--- src/rtl/tnco_pkg.sv ---
package tnco_pkg;

   localparam real TNCO_PI = 3.14159265358979323846;

   // magnitude of the first quarter wave, half-sample phase offset
   function automatic int cos_mag(input int idx, input int aw, input int half);
      real amp;
      real ang;
      amp = real'(half) - 0.5;
      ang = 2.0 * TNCO_PI * (real'(idx) + 0.5) / real'(1 << aw);
      return $rtoi(amp * $cos(ang));
   endfunction

   // full offset-binary code for any address of the whole wave
   function automatic int cos_code(input int idx, input int aw, input int half);
      real amp;
      real c;
      amp = real'(half) - 0.5;
      c = $cos(2.0 * TNCO_PI * (real'(idx) + 0.5) / real'(1 << aw));
      if (c >= 0.0) return half + $rtoi(amp * c);
      return half - 1 - $rtoi(-amp * c);
   endfunction

endpackage

--- src/rtl/tnco_regbank.sv ---
module tnco_regbank #(
   parameter int ACC_W     = 32,
   parameter int PH_W      = 12,
   parameter int NUM_FREQ  = 2,
   parameter int NUM_PHASE = 4,
   parameter int ADDR_W    = 3
) (
   input  logic                               clk_i,
   input  logic                               rst_i,
   input  logic                               wr_en_i,
   input  logic [ADDR_W-1:0]                  wr_addr_i,
   input  logic [ACC_W-1:0]                   wr_data_i,
   input  logic [$clog2(NUM_FREQ)-1:0]        fsel_i,
   input  logic [$clog2(NUM_PHASE)-1:0]       psel_i,
   output logic [NUM_FREQ-1:0][ACC_W-1:0]     freq_o,
   output logic [ACC_W-1:0]                   ftw_o,
   output logic [PH_W-1:0]                    poff_o
);

   logic [NUM_PHASE-1:0][PH_W-1:0] phase_w;

   initial begin : elab_chk
      assert (NUM_FREQ + NUM_PHASE <= (1 << ADDR_W))
         else $error("register map does not fit the address width");
      assert (PH_W <= ACC_W)
         else $error("offset wider than write data");
   end

   for (genvar g = 0; g < NUM_FREQ; g++) begin : g_freq
      logic [ACC_W-1:0] f_q;
      always_ff @(posedge clk_i) begin
         if (rst_i)
            f_q <= '0;
         else if (wr_en_i && wr_addr_i == ADDR_W'(g))
            f_q <= wr_data_i;
      end
      assign freq_o[g] = f_q;
   end

   for (genvar g = 0; g < NUM_PHASE; g++) begin : g_phase
      logic [PH_W-1:0] p_q;
      always_ff @(posedge clk_i) begin
         if (rst_i)
            p_q <= '0;
         else if (wr_en_i && wr_addr_i == ADDR_W'(NUM_FREQ + g))
            p_q <= wr_data_i[PH_W-1:0];
      end
      assign phase_w[g] = p_q;
   end

   assign ftw_o  = freq_o[fsel_i];
   assign poff_o = phase_w[psel_i];

endmodule

--- src/rtl/tnco_phase_acc.sv ---
module tnco_phase_acc #(
   parameter int ACC_W = 32
) (
   input  logic             clk_i,
   input  logic             rst_i,
   input  logic             hold_i,
   input  logic [ACC_W-1:0] ftw_i,
   output logic [ACC_W-1:0] acc_o
);

   always_ff @(posedge clk_i) begin
      if (rst_i)
         acc_o <= '0;
      else if (!hold_i)
         acc_o <= acc_o + ftw_i;
   end

endmodule

--- src/rtl/tnco_phase_map.sv ---
module tnco_phase_map #(
   parameter int PH_W   = 12,
   parameter int LUT_AW = 10
) (
   input  logic              clk_i,
   input  logic              rst_i,
   input  logic [PH_W-1:0]   acc_top_i,
   input  logic [PH_W-1:0]   poff_i,
   output logic [LUT_AW-1:0] addr_o
);

   localparam int DROP = PH_W - LUT_AW;

   initial begin : elab_chk
      assert (LUT_AW <= PH_W && LUT_AW >= 3)
         else $error("lookup address width out of range");
   end

   always_ff @(posedge clk_i) begin
      if (rst_i)
         addr_o <= '0;
      else
         addr_o <= LUT_AW'((acc_top_i + poff_i) >> DROP);
   end

endmodule

--- src/rtl/tnco_cos_lut.sv ---
module tnco_cos_lut #(
   parameter int LUT_AW       = 10,
   parameter int OUT_W        = 10,
   parameter bit QUARTER_WAVE = 1'b1
) (
   input  logic              clk_i,
   input  logic              rst_i,
   input  logic              park_i,
   input  logic [LUT_AW-1:0] addr_i,
   output logic [OUT_W-1:0]  code_o
);

   localparam int HALF = 1 << (OUT_W - 1);

   logic [OUT_W-1:0] code_d;

   initial begin : elab_chk
      assert (OUT_W >= 2 && OUT_W <= 24)
         else $error("output width out of range");
   end

   if (QUARTER_WAVE) begin : g_quarter
      localparam int QD = 1 << (LUT_AW - 2);
      logic [OUT_W-2:0] mag_rom [QD];
      logic [1:0]        quad;
      logic [LUT_AW-3:0] idx;
      logic [OUT_W-2:0]  mag;

      for (genvar g = 0; g < QD; g++) begin : g_rom
         localparam int MV = tnco_pkg::cos_mag(g, LUT_AW, HALF);
         assign mag_rom[g] = (OUT_W-1)'(MV);
      end

      always_comb begin
         quad = addr_i[LUT_AW-1:LUT_AW-2];
         idx  = quad[0] ? ~addr_i[LUT_AW-3:0] : addr_i[LUT_AW-3:0];
         mag  = mag_rom[idx];
         if (quad[1] ^ quad[0])
            code_d = OUT_W'(HALF - 1) - {1'b0, mag};
         else
            code_d = OUT_W'(HALF) + {1'b0, mag};
      end
   end else begin : g_full
      localparam int FD = 1 << LUT_AW;
      logic [OUT_W-1:0] code_rom [FD];

      for (genvar g = 0; g < FD; g++) begin : g_rom
         localparam int CV = tnco_pkg::cos_code(g, LUT_AW, HALF);
         assign code_rom[g] = OUT_W'(CV);
      end

      always_comb code_d = code_rom[addr_i];
   end

   always_ff @(posedge clk_i) begin
      if (rst_i || park_i)
         code_o <= OUT_W'(HALF);
      else
         code_o <= code_d;
   end

endmodule

--- src/rtl/tune_nco.sv ---
module tune_nco #(
   parameter int ACC_W        = 32,
   parameter int PH_W         = 12,
   parameter int LUT_AW       = 10,
   parameter int OUT_W        = 10,
   parameter int NUM_FREQ     = 2,
   parameter int NUM_PHASE    = 4,
   parameter int ADDR_W       = 3,
   parameter bit QUARTER_WAVE = 1'b1
) (
   input  logic                         clk_i,
   input  logic                         rst_i,
   input  logic                         pd_i,
   input  logic [$clog2(NUM_FREQ)-1:0]  fsel_i,
   input  logic [$clog2(NUM_PHASE)-1:0] psel_i,
   input  logic                         wr_en_i,
   input  logic [ADDR_W-1:0]            wr_addr_i,
   input  logic [ACC_W-1:0]             wr_data_i,
   output logic [OUT_W-1:0]             dac_o
);

   logic [NUM_FREQ-1:0][ACC_W-1:0] freq_q;
   logic [ACC_W-1:0]               ftw_sel;
   logic [PH_W-1:0]                poff_sel;
   logic [ACC_W-1:0]               acc_q;
   logic [LUT_AW-1:0]              lut_addr;

   initial begin : elab_chk
      assert (NUM_FREQ >= 2 && NUM_PHASE >= 2)
         else $error("at least two registers of each kind required");
      assert (PH_W <= ACC_W)
         else $error("offset wider than accumulator");
   end

   tnco_regbank #(
      .ACC_W(ACC_W), .PH_W(PH_W), .NUM_FREQ(NUM_FREQ),
      .NUM_PHASE(NUM_PHASE), .ADDR_W(ADDR_W)
   ) u_regs (
      .clk_i(clk_i), .rst_i(rst_i), .wr_en_i(wr_en_i),
      .wr_addr_i(wr_addr_i), .wr_data_i(wr_data_i),
      .fsel_i(fsel_i), .psel_i(psel_i),
      .freq_o(freq_q), .ftw_o(ftw_sel), .poff_o(poff_sel)
   );

   tnco_phase_acc #(.ACC_W(ACC_W)) u_acc (
      .clk_i(clk_i), .rst_i(rst_i), .hold_i(pd_i),
      .ftw_i(ftw_sel), .acc_o(acc_q)
   );

   tnco_phase_map #(.PH_W(PH_W), .LUT_AW(LUT_AW)) u_map (
      .clk_i(clk_i), .rst_i(rst_i),
      .acc_top_i(acc_q[ACC_W-1 -: PH_W]), .poff_i(poff_sel),
      .addr_o(lut_addr)
   );

   tnco_cos_lut #(
      .LUT_AW(LUT_AW), .OUT_W(OUT_W), .QUARTER_WAVE(QUARTER_WAVE)
   ) u_lut (
      .clk_i(clk_i), .rst_i(rst_i), .park_i(pd_i),
      .addr_i(lut_addr), .code_o(dac_o)
   );

endmodule

--- config.mk ---
export PLATFORM = sky130hd
export DESIGN_NAME = tune_nco
export DESIGN_NICKNAME = d
export VERILOG_FILES = /design/src/rtl/tnco_pkg.sv /design/src/rtl/tnco_regbank.sv /design/src/rtl/tnco_phase_acc.sv /design/src/rtl/tnco_phase_map.sv /design/src/rtl/tnco_cos_lut.sv /design/src/rtl/tune_nco.sv
export SDC_FILE = /design/constraint.sdc
export NUM_CORES = 1
export LEC_CHECK = 0
export ABC_CLOCK_PERIOD_IN_PS = 3750
export BUFFER_PORTS_ARGS = -buffer_cell sky130_fd_sc_hd__buf_2
export CORE_ASPECT_RATIO = 0.7
export CORE_MARGIN = 5
export CORE_UTILIZATION = 45
export DETAILED_ROUTE_END_ITERATION = 12
export GPL_TIMING_DRIVEN = 0
export PLACE_DENSITY = 0.76
export SYNTH_ARGS = -nofsm -noshare
export SYNTH_HDL_FRONTEND = slang
export SYNTH_SLANG_ARGS = --single-unit
--- constraint.sdc ---
create_clock -name clk_i -period 3.75 [get_ports clk_i]
set_clock_uncertainty 0.1 [all_clocks]
set_input_delay 0.1875 -clock clk_i [delete_from_list [all_inputs] [get_ports clk_i]]
set_output_delay 0.1875 -clock clk_i [all_outputs]
set_load 0.005 [all_outputs]
Word level (Yosys, flattened, before mapping)
Memories as Yosys holds them, arrays and structs flattened. Index checks and enable logic that the tools add are counted. W data, S select, Z words.

Memory bits (read-only): 2304. Latch bits: 0. Output and inout bits: 10. Memories: 1. Bits in writable memories: 0. Register bits: 164.

Add/subtract/negate cells: 4. Shift operators: 0. Reduce and logical (&&, ||, !) cells: 8. Order comparisons: 3. Bitwise gates (word level): 3. Multipliers: 0. Div/mod/pow operators: 0. Multiplexer cells: 8. Equality and inequality tests: 5.

Memories: (no name shown) (words 256, bits a word 9, rd ports 1, clocked after memory_dff 0, write ports 0, line tnco_cos_lut.sv:37) `mag = mag_rom[idx];`.

Operators with widths (count): $mux W32 (2); $add A32 B32 Y32 (1); $bmux W12 S2 (1); $mux W9 (2); $add A12 B12 Y12 (1); $mux W12 (1); $add A10 B9 Y10 const A (1); $mux W10 (1); $sub A9 B9 Y10 const A (1); $ge A9 B9 Y1 const B (1); $not A8 Y9 (1); $mux W8 (1); $not A8 Y8 (1); $eq A3 B2 Y1 const B (2); $eq A3 B3 Y1 const B (2); $logic_and A1 B1 Y1 (6); $eq A3 B1 Y1 const B (1); $logic_not A3 Y1 (1); $lt A2 B3 Y1 const B (1); $lt A1 B2 Y1 const B (1); $logic_or A1 B1 Y1 (1); $xor A1 B1 Y1 (1).

Depth between registers and ports, before layout
Gate-level depths: netlist (run 1).

Depth after elaboration: 8. Gate-level depth with buffers: 14.

Hierarchy
From an unflattened synthesis (run 1), not the netlist that was laid out.

Cells, all modules: 1633. Area, all modules: 13500.4 µm².

Modules (own cells, without submodules): tnco_regbank (area an instance 5147.4 µm², times used 1, cells each 454); tnco_cos_lut (area an instance 4663.2 µm², times used 1, cells each 732); tnco_phase_acc (area an instance 2962.8 µm², times used 1, cells each 372); tnco_phase_map (area an instance 726.9 µm², times used 1, cells each 75).

Worst setup path after synthesis (run 1)
OpenSTA, ideal clock, no wires.

Kind: in2reg. Start: input fsel_i. End: register u_acc.acc_o[31]. Data arrival time: 3305 ps. Path slack: 222 ps. Stages: 12. Path buffers: 2. Setup time: 123 ps. Required time: 3527 ps. Cell sequence: clkbuf_1 > clkbuf_1 > mux2_2 > ha_1 > a211o_1 > a2111oi_4 > nor2_2 > o311ai_4 > o221ai_2 > a21oi_2 > mux2i_1 > mux2_1.

Longest elaborated chain between the ends: 3.

RTL lines: start: declaration (line tune_nco.sv:14) `input logic [$clog2(NUM_FREQ)-1:0] fsel_i,`; $mux W32 (implied by the code) (2 in series) (line tnco_regbank.sv:51) `assign ftw_o = freq_o[fsel_i];`; $add A32 B32 Y32 (line tnco_phase_acc.sv:15) `acc_o <= acc_o + ftw_i;`; end signal: assignment (line tnco_phase_acc.sv:15); end: declaration (line tnco_phase_acc.sv:8) `output logic [ACC_W-1:0] acc_o`.

No other way between the ends. The select of a mux whose other input is x is not followed. A chain may end at the register's enable or synchronous reset.

Worst setup path after layout (run 1)
Start: register u_map.addr_o[8]. End: register u_lut.code_o[1].

Longest elaborated chain between the ends: 7. Elaborated cells on any way between the ends: 9. Classes of those cells: 2 x add/sub; 4 x mux; 2 x bitwise; 1 x memory.

RTL lines: start: declaration (line tnco_phase_map.sv:9) `output logic [LUT_AW-1:0] addr_o`; start signal: assignment (line tnco_phase_map.sv:23) `addr_o <= LUT_AW'((acc_top_i + poff_i) >> DROP);`; $mux W8 (line tnco_cos_lut.sv:36) `idx = quad[0] ? ~addr_i[LUT_AW-3:0] : addr_i[LUT_AW-3:0];`; $not A8 Y9 (implied by the code) (line tnco_cos_lut.sv:37); $mem_v2 Z256 W9; $mux W9 (implied by the code) (2 in series) (line tnco_cos_lut.sv:37); $add A10 B9 Y10 / $sub A9 B9 Y10 (equally long branches) (line tnco_cos_lut.sv:41, tnco_cos_lut.sv:39); $mux W10 * (line tnco_cos_lut.sv:38) `if (quad[1] ^ quad[0])`; end signal: assignment (line tnco_cos_lut.sv:57) `code_o <= OUT_W'(HALF);`; end signal: assignment (line tnco_cos_lut.sv:59) `code_o <= code_d;`; end: declaration (line tnco_cos_lut.sv:10) `output logic [OUT_W-1:0] code_o`.

Every way passes the cells marked *; elsewhere a longest branch is shown, timed or not. The select of a mux whose other input is x is not followed.

==> results of run 1 <==
-- cell families after synthesis --
logic type,Yosys count
buf+inv,134
xor+xnor,54
compound gates,460
flops,164
mux,59
simple gates,551
fa+ha+maj,54
-- path summary, 6_finish.rpt --
kind | startpoint | end | slack (ns) | cells after the start
worst min register to register | u_regs.g_freq[1].f_q[9]$_SDFFE_PP0P_ | u_regs.g_freq[1].f_q[9]$_SDFFE_PP0P_ | 0.35 | 2
worst max-delay path | u_map.addr_o[8]$_SDFF_PP0_ | u_lut.code_o[1]$_SDFF_PP0_ | -0.11 | 10
worst min-delay path | wr_addr_i[2] | u_regs.g_phase[2].p_q[0]$_SDFFE_PP0P_ | 0.07 | 4
worst max register to register | u_map.addr_o[8]$_SDFF_PP0_ | u_lut.code_o[1]$_SDFF_PP0_ | -0.11 | 10
-- power groups by stage --
stage	sequential (mW)	combinational (mW)	clock, mW
2_1_floorplan	1.84	0.403	0
3_3_place_gp	1.85	0.630	0
3_5_place_dp	1.85	0.629	0
4_1_cts	1.81	0.662	1.81
5_1_grt	1.82	0.744	1.89
6_report	1.81	0.703	1.81
-- area by class of cell --
class                   instances  share of cell area [%]
well taps                     325                    3.14
clock inverters                 9                   0.909
multi-input cells            1178                    57.8
flip-flops and latches        164                    25.4
plain buffers                 108                    4.08
clock buffers                  23                    3.69
inverters                      25                   0.725
repair buffers                 78                    4.25
-- stage by stage --
step | instances | utilization [%] | setup WS (ns)
final | 1910 | 52.4 | -0.109
after global routing | 1910 | 52.4 | -0.0131
after CTS | 1910 | 52.1 | 0.00992
after detailed placement | 1847 | 48.3 | -0.690
after global placement | 1847 | 48.3 | -0.580
after floorplan | 1476 | - | 0.222
-- synth_stat cells, types with 5 or more instances --
library cell,n
buf_2,21
clkbuf_1,70
a31oi_1,24
o22a_1,5
buf_4,7
nand3_1,19
a2111oi_0,7
or2_2,5
o211ai_1,14
a221oi_1,6
and2_1,22
nand2b_1,18
xor2_1,23
xnor2_1,24
mux2_2,32
o21ai_0,59
nor2b_1,11
a21oi_1,207
o21bai_1,7
mux4_2,14
nor4_1,6
mux2i_1,12
dfxtp_1,164
nand2_1,329
a211o_1,7
or3_1,7
ha_1,53
o221ai_1,12
buf_1,6
inv_1,23
o31ai_1,6
a211oi_1,20
nor3_1,22
nor2_1,80
a21o_1,16
and3_1,5
o22ai_1,12
-- flip-flops by register name (all words and copies together), names as in the netlist --
name	count
u_regs.g_freq.f_q	64
u_regs.g_phase.p_q	48
u_map.addr_o	10
u_lut.code_o	10
u_acc.acc_o	32
-- critical path, cell delays in order (launching register included) --
cell and delay [ns]:
dfxtp_1 0.33, buf_6 0.16, buf_12 0.18, buf_4 0.21, xor2_1 1.13, nor2_1 0.32, nor4b_1 0.26, a211oi_2 0.33
mux2i_2 0.41, o31ai_1 0.13, nor3b_2 0.17
-- layer usage --
layer / vias up / share of wire, %
met5: - / 0
met4: 0 / 1.2
met3: 62 / 14
met2: 701 / 38
met1: 5577 / 48
li1: 5440 / -
-- what timing repair did --
| item | in CTS | in global routing |
|---|---|---|
| setup buffers | 0 | 0 |
| endpoints found under the setup margin | 12 | 11 |
| hold buffers | 32 | 0 |
| gates resized for setup | 10 | 29 |
| endpoints found under the hold margin | 107 | 0 |
| pin swaps | 0 | 2 |
==> results.txt, run 1 <==
----------------------------------------------------
[Clock network]
  Clock latency on the worst-skew pair ... 0.44 ns
  Clock slew seen by the registers of the worst setup and hold paths ... 0.07 ns
  Sink Count ... 164
  Htree depth ... 4
  Total clock buffers created by CTS ... 17
  Clock tree from TritonCTS ... yes
  Root buf cell ... clkbuf_16
  Maximum root-to-sink buffer count ... 2

[Setup path]
  CP Launch Type ... register
  CP max FO ... 10
  Critical path class ... reg2reg
  Endpoint type of the worst setup path ... register
  Critical path arrival ... 4.07 ns
  Data required, critical path ... 3.96 ns

[Layout]
  Most frequent cells in the layout ... nand2_1 (329), a21oi_1 (207), dfxtp_1 (164)
  Total number of nets in the final design ... 1668
  Area taken by multi-input logic gates ... 7480 um2
  Non-Filler Cell Area, Final ... 12900 um2
  Antenna fix cells ... 0
  Synth-to-layout area growth ... 14.7%
  Fraction of layout cells with a size suffix above 1 ... 13.1%
  Most common cell after layout, fill and taps aside ... nand2_1
  Register Area ... 3280 um2
  Number of filler cells placed in the layout ... 2315

[Synthesis]
  Synthesized net count ... 1572
  Number of enable-type register cells in the synthesized netlist ... 0
  Cells after synthesis ... 1476
  Post-synthesis sequential area ratio ... 29.1%
  Synthesized area per cell ... 7.64 um2
  Arithmetic-cell share of the synthesized area counting full adders, half adders and majority gates ... 6.06%
  Warnings from Yosys ... 0
  Dominant cells by area after synthesis ... dfxtp_1 (29%), nand2_1 (11%), a21oi_1 (9.2%)
  Combinational family with the most area after synthesis ... compound AO/OA/AOI/OAI gates
  Share of cell area taken by muxes after synthesis ... 7.16%
  Cell Area, Synth ... 11300 um2
  Post-synthesis compound-gate area fraction ... 25.8%
  Dominant synthesized flop cell ... dfxtp_1
  Top cell type's share of synthesized area ... 29.1%
  Synthesized flop and latch total ... 164
  Synth Area in XOR/XNOR ... 5.06%
  Synth Area in Simple Gates ... 21.5%
  Cell taking the most area after synthesis ... dfxtp_1
  Netlist cell types ... 93
  Share of async-settable or async-resettable flops after synthesis ... 0%

[Timing]
  Min setup slack post-route ... -0.109 ns
  Number of hold violations in the final report ... 0
  Maximum operating frequency ... 259 MHz
  Number of pins exceeding their max-slew limit in the final report ... 0
  Worst-Margin Slew ... 1.46 ns
  Final setup fails ... 1
  Period Utilization, post-route ... 103%
  Final Critical Period ... 3.86 ns
  Final hold slack ... 0.0673 ns
  Rel. slew slack ... 2.39%
  Sum of negative setup slack ... -0.109 ns

[Power and ir drop]
  Total power per unit cell area ... 334 nW/um2
  Clock group share of total power ... 41.8%
  Final Total Pwr ... 4.32 mW
  Switching power of the nets ... 1.25 mW
  Fraction of power spent switching nets ... 28.9%
  Sequential Power Share ... 41.9%
  Peak ir drop on the vdd network ... 0.355 mV
  Static leakage ... 4.94 nW
  Internal power ... 3.07 mW
  Relative contribution of combinational cells to total power ... 16.3%

[Drt]
  Total vias in the final route ... 11800
  Detailed router's first-iteration violation count ... 1342
  Post-detailed-route wirelength per cell ... 21.5 um
  Number of antenna-violating nets in the routed design ... 0
  Drc violations ... 0
  Aggregate routed wire length ... 41.1 mm
  TritonRoute pass-1 iters ... 9
  Detail-routed via count per cell ... 6.17

[GRT]
  Via count of the first global-routing pass ... 10800
  Most heavily used metal layer in global routing ... met1
  Fraction of met2 tracks used by global routing ... 37.5%
  Antenna violations before repair ... 0
  Total overflow reported by the global router ... 0
  Grt met1 use ... 44.4%
  Combined global-route utilization of all metal layers ... 28.7%
  Wire length of the first global-routing pass ... 63.4 mm
  Global routing usage on met3 ... 11.2%
  Largest net degree at the start of global routing ... 17

[Placed design]
  Placer's final routability congestion estimate ... 1.03
  Standard cell area after detailed placement ... 11900 um2
  Placed wire-length estimate ... 31.2 mm
  Port buffer count ... 46

[Floorplan]
  Die width ... 199 um
  Number of I/O pins ... 52
  Placeable core area ... 24700 um2
  Row cnt ... 48
  Effective utilization at floorplan ... 45.7%
  Overall die area ... 28400 um2
  Die Height ... 142 um

[Outcome]
  Status ... complete, but fails checks
  Violated checks ... negative setup slack

[Min path]
  Hold WC Path Type ... in2reg

[Flow run]
  Max-cap violations ... 0

----------------------------------------------------
Power figures use the tool's default switching activity.
==> inputs of run 2 (changes only) <==
CORE_UTILIZATION = 57   (was 45)
PLACE_DENSITY = 0.9   (was 0.76)
==> results.txt, run 2 (same netlist as run 1, synthesis figures left out) <==
----------------------------------------------------
[Timing]
  Number of pins exceeding their max-slew limit in the final report ... 0 (unchanged)
  RSZ-0062 raised after global routing ... no
  Maximum operating frequency ... 267 MHz (+2.9%)
  Min setup slack post-route ... -0.00144 ns (+0.107 ns)
  Period Utilization, post-route ... 100% (-2.9 points)
  Final Critical Period ... 3.75 ns (-0.107 ns)
  Rel. slew slack ... 18.5% (+16 points)
  Number of hold violations in the final report ... 0 (unchanged)
  Worst-Margin Slew ... 1.21 ns (-0.245 ns)
  Final setup fails ... 1 (unchanged)

[Drt]
  Detailed router's first-iteration violation count ... 1640 (+22%)
  Aggregate routed wire length ... 41.8 mm (+1.6%)
  Detail-routed via count per cell ... 6.51 (+5.6%)
  Total vias in the final route ... 12100 (+2.6%)
  Drc violations ... 0 (unchanged)
  TritonRoute pass-1 iters ... 5 (-4)
  Number of antenna-violating nets in the routed design ... 0 (unchanged)
  Post-detailed-route wirelength per cell ... 22.5 um (+4.6%)

[Placed design]
  Placer's final routability congestion estimate ... 1.09 (+5.2%)
  Placed wire-length estimate ... 31.0 mm (-0.86%)
  Total instance count after detailed placement ... 1792 (-3.0%)
  Port buffer count ... 46 (unchanged)

[GRT]
  Via count of the first global-routing pass ... 11200 (+3.9%)
  Total overflow reported by the global router ... 0 (unchanged)
  Combined global-route utilization of all metal layers ... 36.4% (+7.7 points)
  Antenna violations before repair ... 0 (unchanged)
  Largest net degree at the start of global routing ... 17 (unchanged)
  Wire length of the first global-routing pass ... 64.2 mm (+1.1%)

[Clock network]
  Clock latency on the worst-skew pair ... 0.44 ns (about the same)
  Total clock buffers created by CTS ... 17 (unchanged)
  Clock slew seen by the registers of the worst setup and hold paths ... 0.07 ns (about the same)
  Clock tree from TritonCTS ... yes
  Htree depth ... 4 (unchanged)
  Root buf cell ... clkbuf_16
  Sink Count ... 164 (unchanged)
  Maximum root-to-sink buffer count ... 2 (unchanged)

[Setup path]
  CP Launch Type ... input pin
  Endpoint type of the worst setup path ... register
  Critical path class ... in2reg
  Critical path arrival ... 3.97 ns (-0.10 ns)
  CP max FO ... 10 (unchanged)
  Data required, critical path ... 3.97 ns (about the same)

[Floorplan]
  Overall die area ... 22700 um2 (-20%)
  Die width ... 178 um (-11%)
  Number of I/O pins ... 52 (unchanged)
  Effective utilization at floorplan ... 57.4% (+12 points)
  Row cnt ... 43 (-10%)
  Placeable core area ... 19600 um2 (-20%)
  Die Height ... 128 um (-10%)

[Min path]
  Hold WC Path Type ... in2reg

[Layout]
  Total number of nets in the final design ... 1669 (+0.060%)
  Utilization after layout ... 65.3% (+13 points)
  Non-filler instance count after layout ... 1855 (-2.9%)
  Flip-flop count of the largest register, all copies and words added ... 64 (unchanged)
  Register ranked first by flip-flop count ... u_regs.g_freq.f_q
  Synth-to-layout area growth ... 13.6%
  Most common cell after layout, fill and taps aside ... nand2_1
  Registers with the highest flip-flop counts ... u_regs.g_freq.f_q: 64 flops, u_regs.g_phase.p_q: 48 flops, u_acc.acc_o: 32 flops
  Most frequent cells in the layout ... nand2_1 (329), a21oi_1 (207), dfxtp_1 (163)
  Fraction of layout cells with a size suffix above 1 ... 12.9% (-0.12 points)

[Power and ir drop]
  Peak ir drop on the vdd network ... 0.331 mV (-6.7%)
  Total power per unit cell area ... 330 nW/um2 (-1.0%)
  Static leakage ... 4.92 nW (-0.43%)

[Flow run]
  Max-cap violations ... 0 (unchanged)

[Outcome]
  Violated checks ... negative setup slack
  Status ... complete, but fails checks

----------------------------------------------------
-- run 2: worst max-delay path: stages --
cell,delay (ns)
clkbuf_1,0.36
clkbuf_2,0.41
mux2_2,0.41
ha_1,0.34
o21a_1,0.26
a2111oi_4,0.43
nor2_2,0.11
o311ai_4,0.41
o221ai_2,0.23
a21oi_2,0.22
mux2i_1,0.25
mux2_1,0.35
-- run 2: final timing paths --
path / cells past startpoint / to / startpoint / slack (ns)
setup / recovery: 12 / u_acc.acc_o[31]$_SDFFE_PP0N_ / fsel_i / -0.001
hold / removal: 4 / u_regs.g_phase[2].p_q[0]$_SDFFE_PP0P_ / wr_addr_i[2] / 0.08
setup reg to reg: 13 / u_lut.code_o[0]$_SDFF_PP0_ / u_map.addr_o[8]$_SDFF_PP0_ / 0.03
hold reg to reg: 2 / u_regs.g_freq[0].f_q[9]$_SDFFE_PP0P_ / u_regs.g_freq[0].f_q[9]$_SDFFE_PP0P_ / 0.35
-- run 2: stage by stage --
step	hold slack (ns)	cell area, um2	setup slack, ns	total power [mW]	setup TNS (ns)
6_report	0.0776	12800	-0.00144	4.24	-0.00144
5_1_grt	0.116	12800	0.0117	4.35	0
4_1_cts	0.0614	12700	0.0240	4.19	0
3_5_place_dp	0.345	11800	-0.564	2.48	-7.34
3_3_place_gp	0.338	11800	-0.536	2.47	-6.96
2_1_floorplan	0.223	11300	0.222	2.25	0
-- run 2: metal layers --
layer	GRT usage [%]	part of all wire [%]
met1	54.6	44
met2	49.0	39
met3	14.2	16
met4	7.55	1.8
met5	0	0
-- run 2: where the power goes --
group          internal, mW  switching, mW  total, mW
clock network         0.952          0.767       1.72
registers              1.79         0.0285       1.81
logic                 0.242          0.460      0.703
total                  2.98           1.26       4.24
-- run 2: cell type report --
class / instances / area (um2)
diodes: 1 / 2.50
plain buffers: 108 / 522
clock buffers: 21 / 460
clock inverters: 9 / 97.6
fillers: 1660 / 6820
inverters: 25 / 93.8
multi-input cells: 1178 / 7460
flip-flops and latches: 164 / 3280
well taps: 270 / 338
repair buffers: 79 / 558
-- run 2: timing repair --
item,4_1_cts,5_1_grt
endpoints found under the hold margin,109,0
cloned,0,0
buffers inserted,0,1
pin swaps,1,4
hold buffers,32,0
endpoints found under the setup margin,10,11
gates resized for setup,7,22
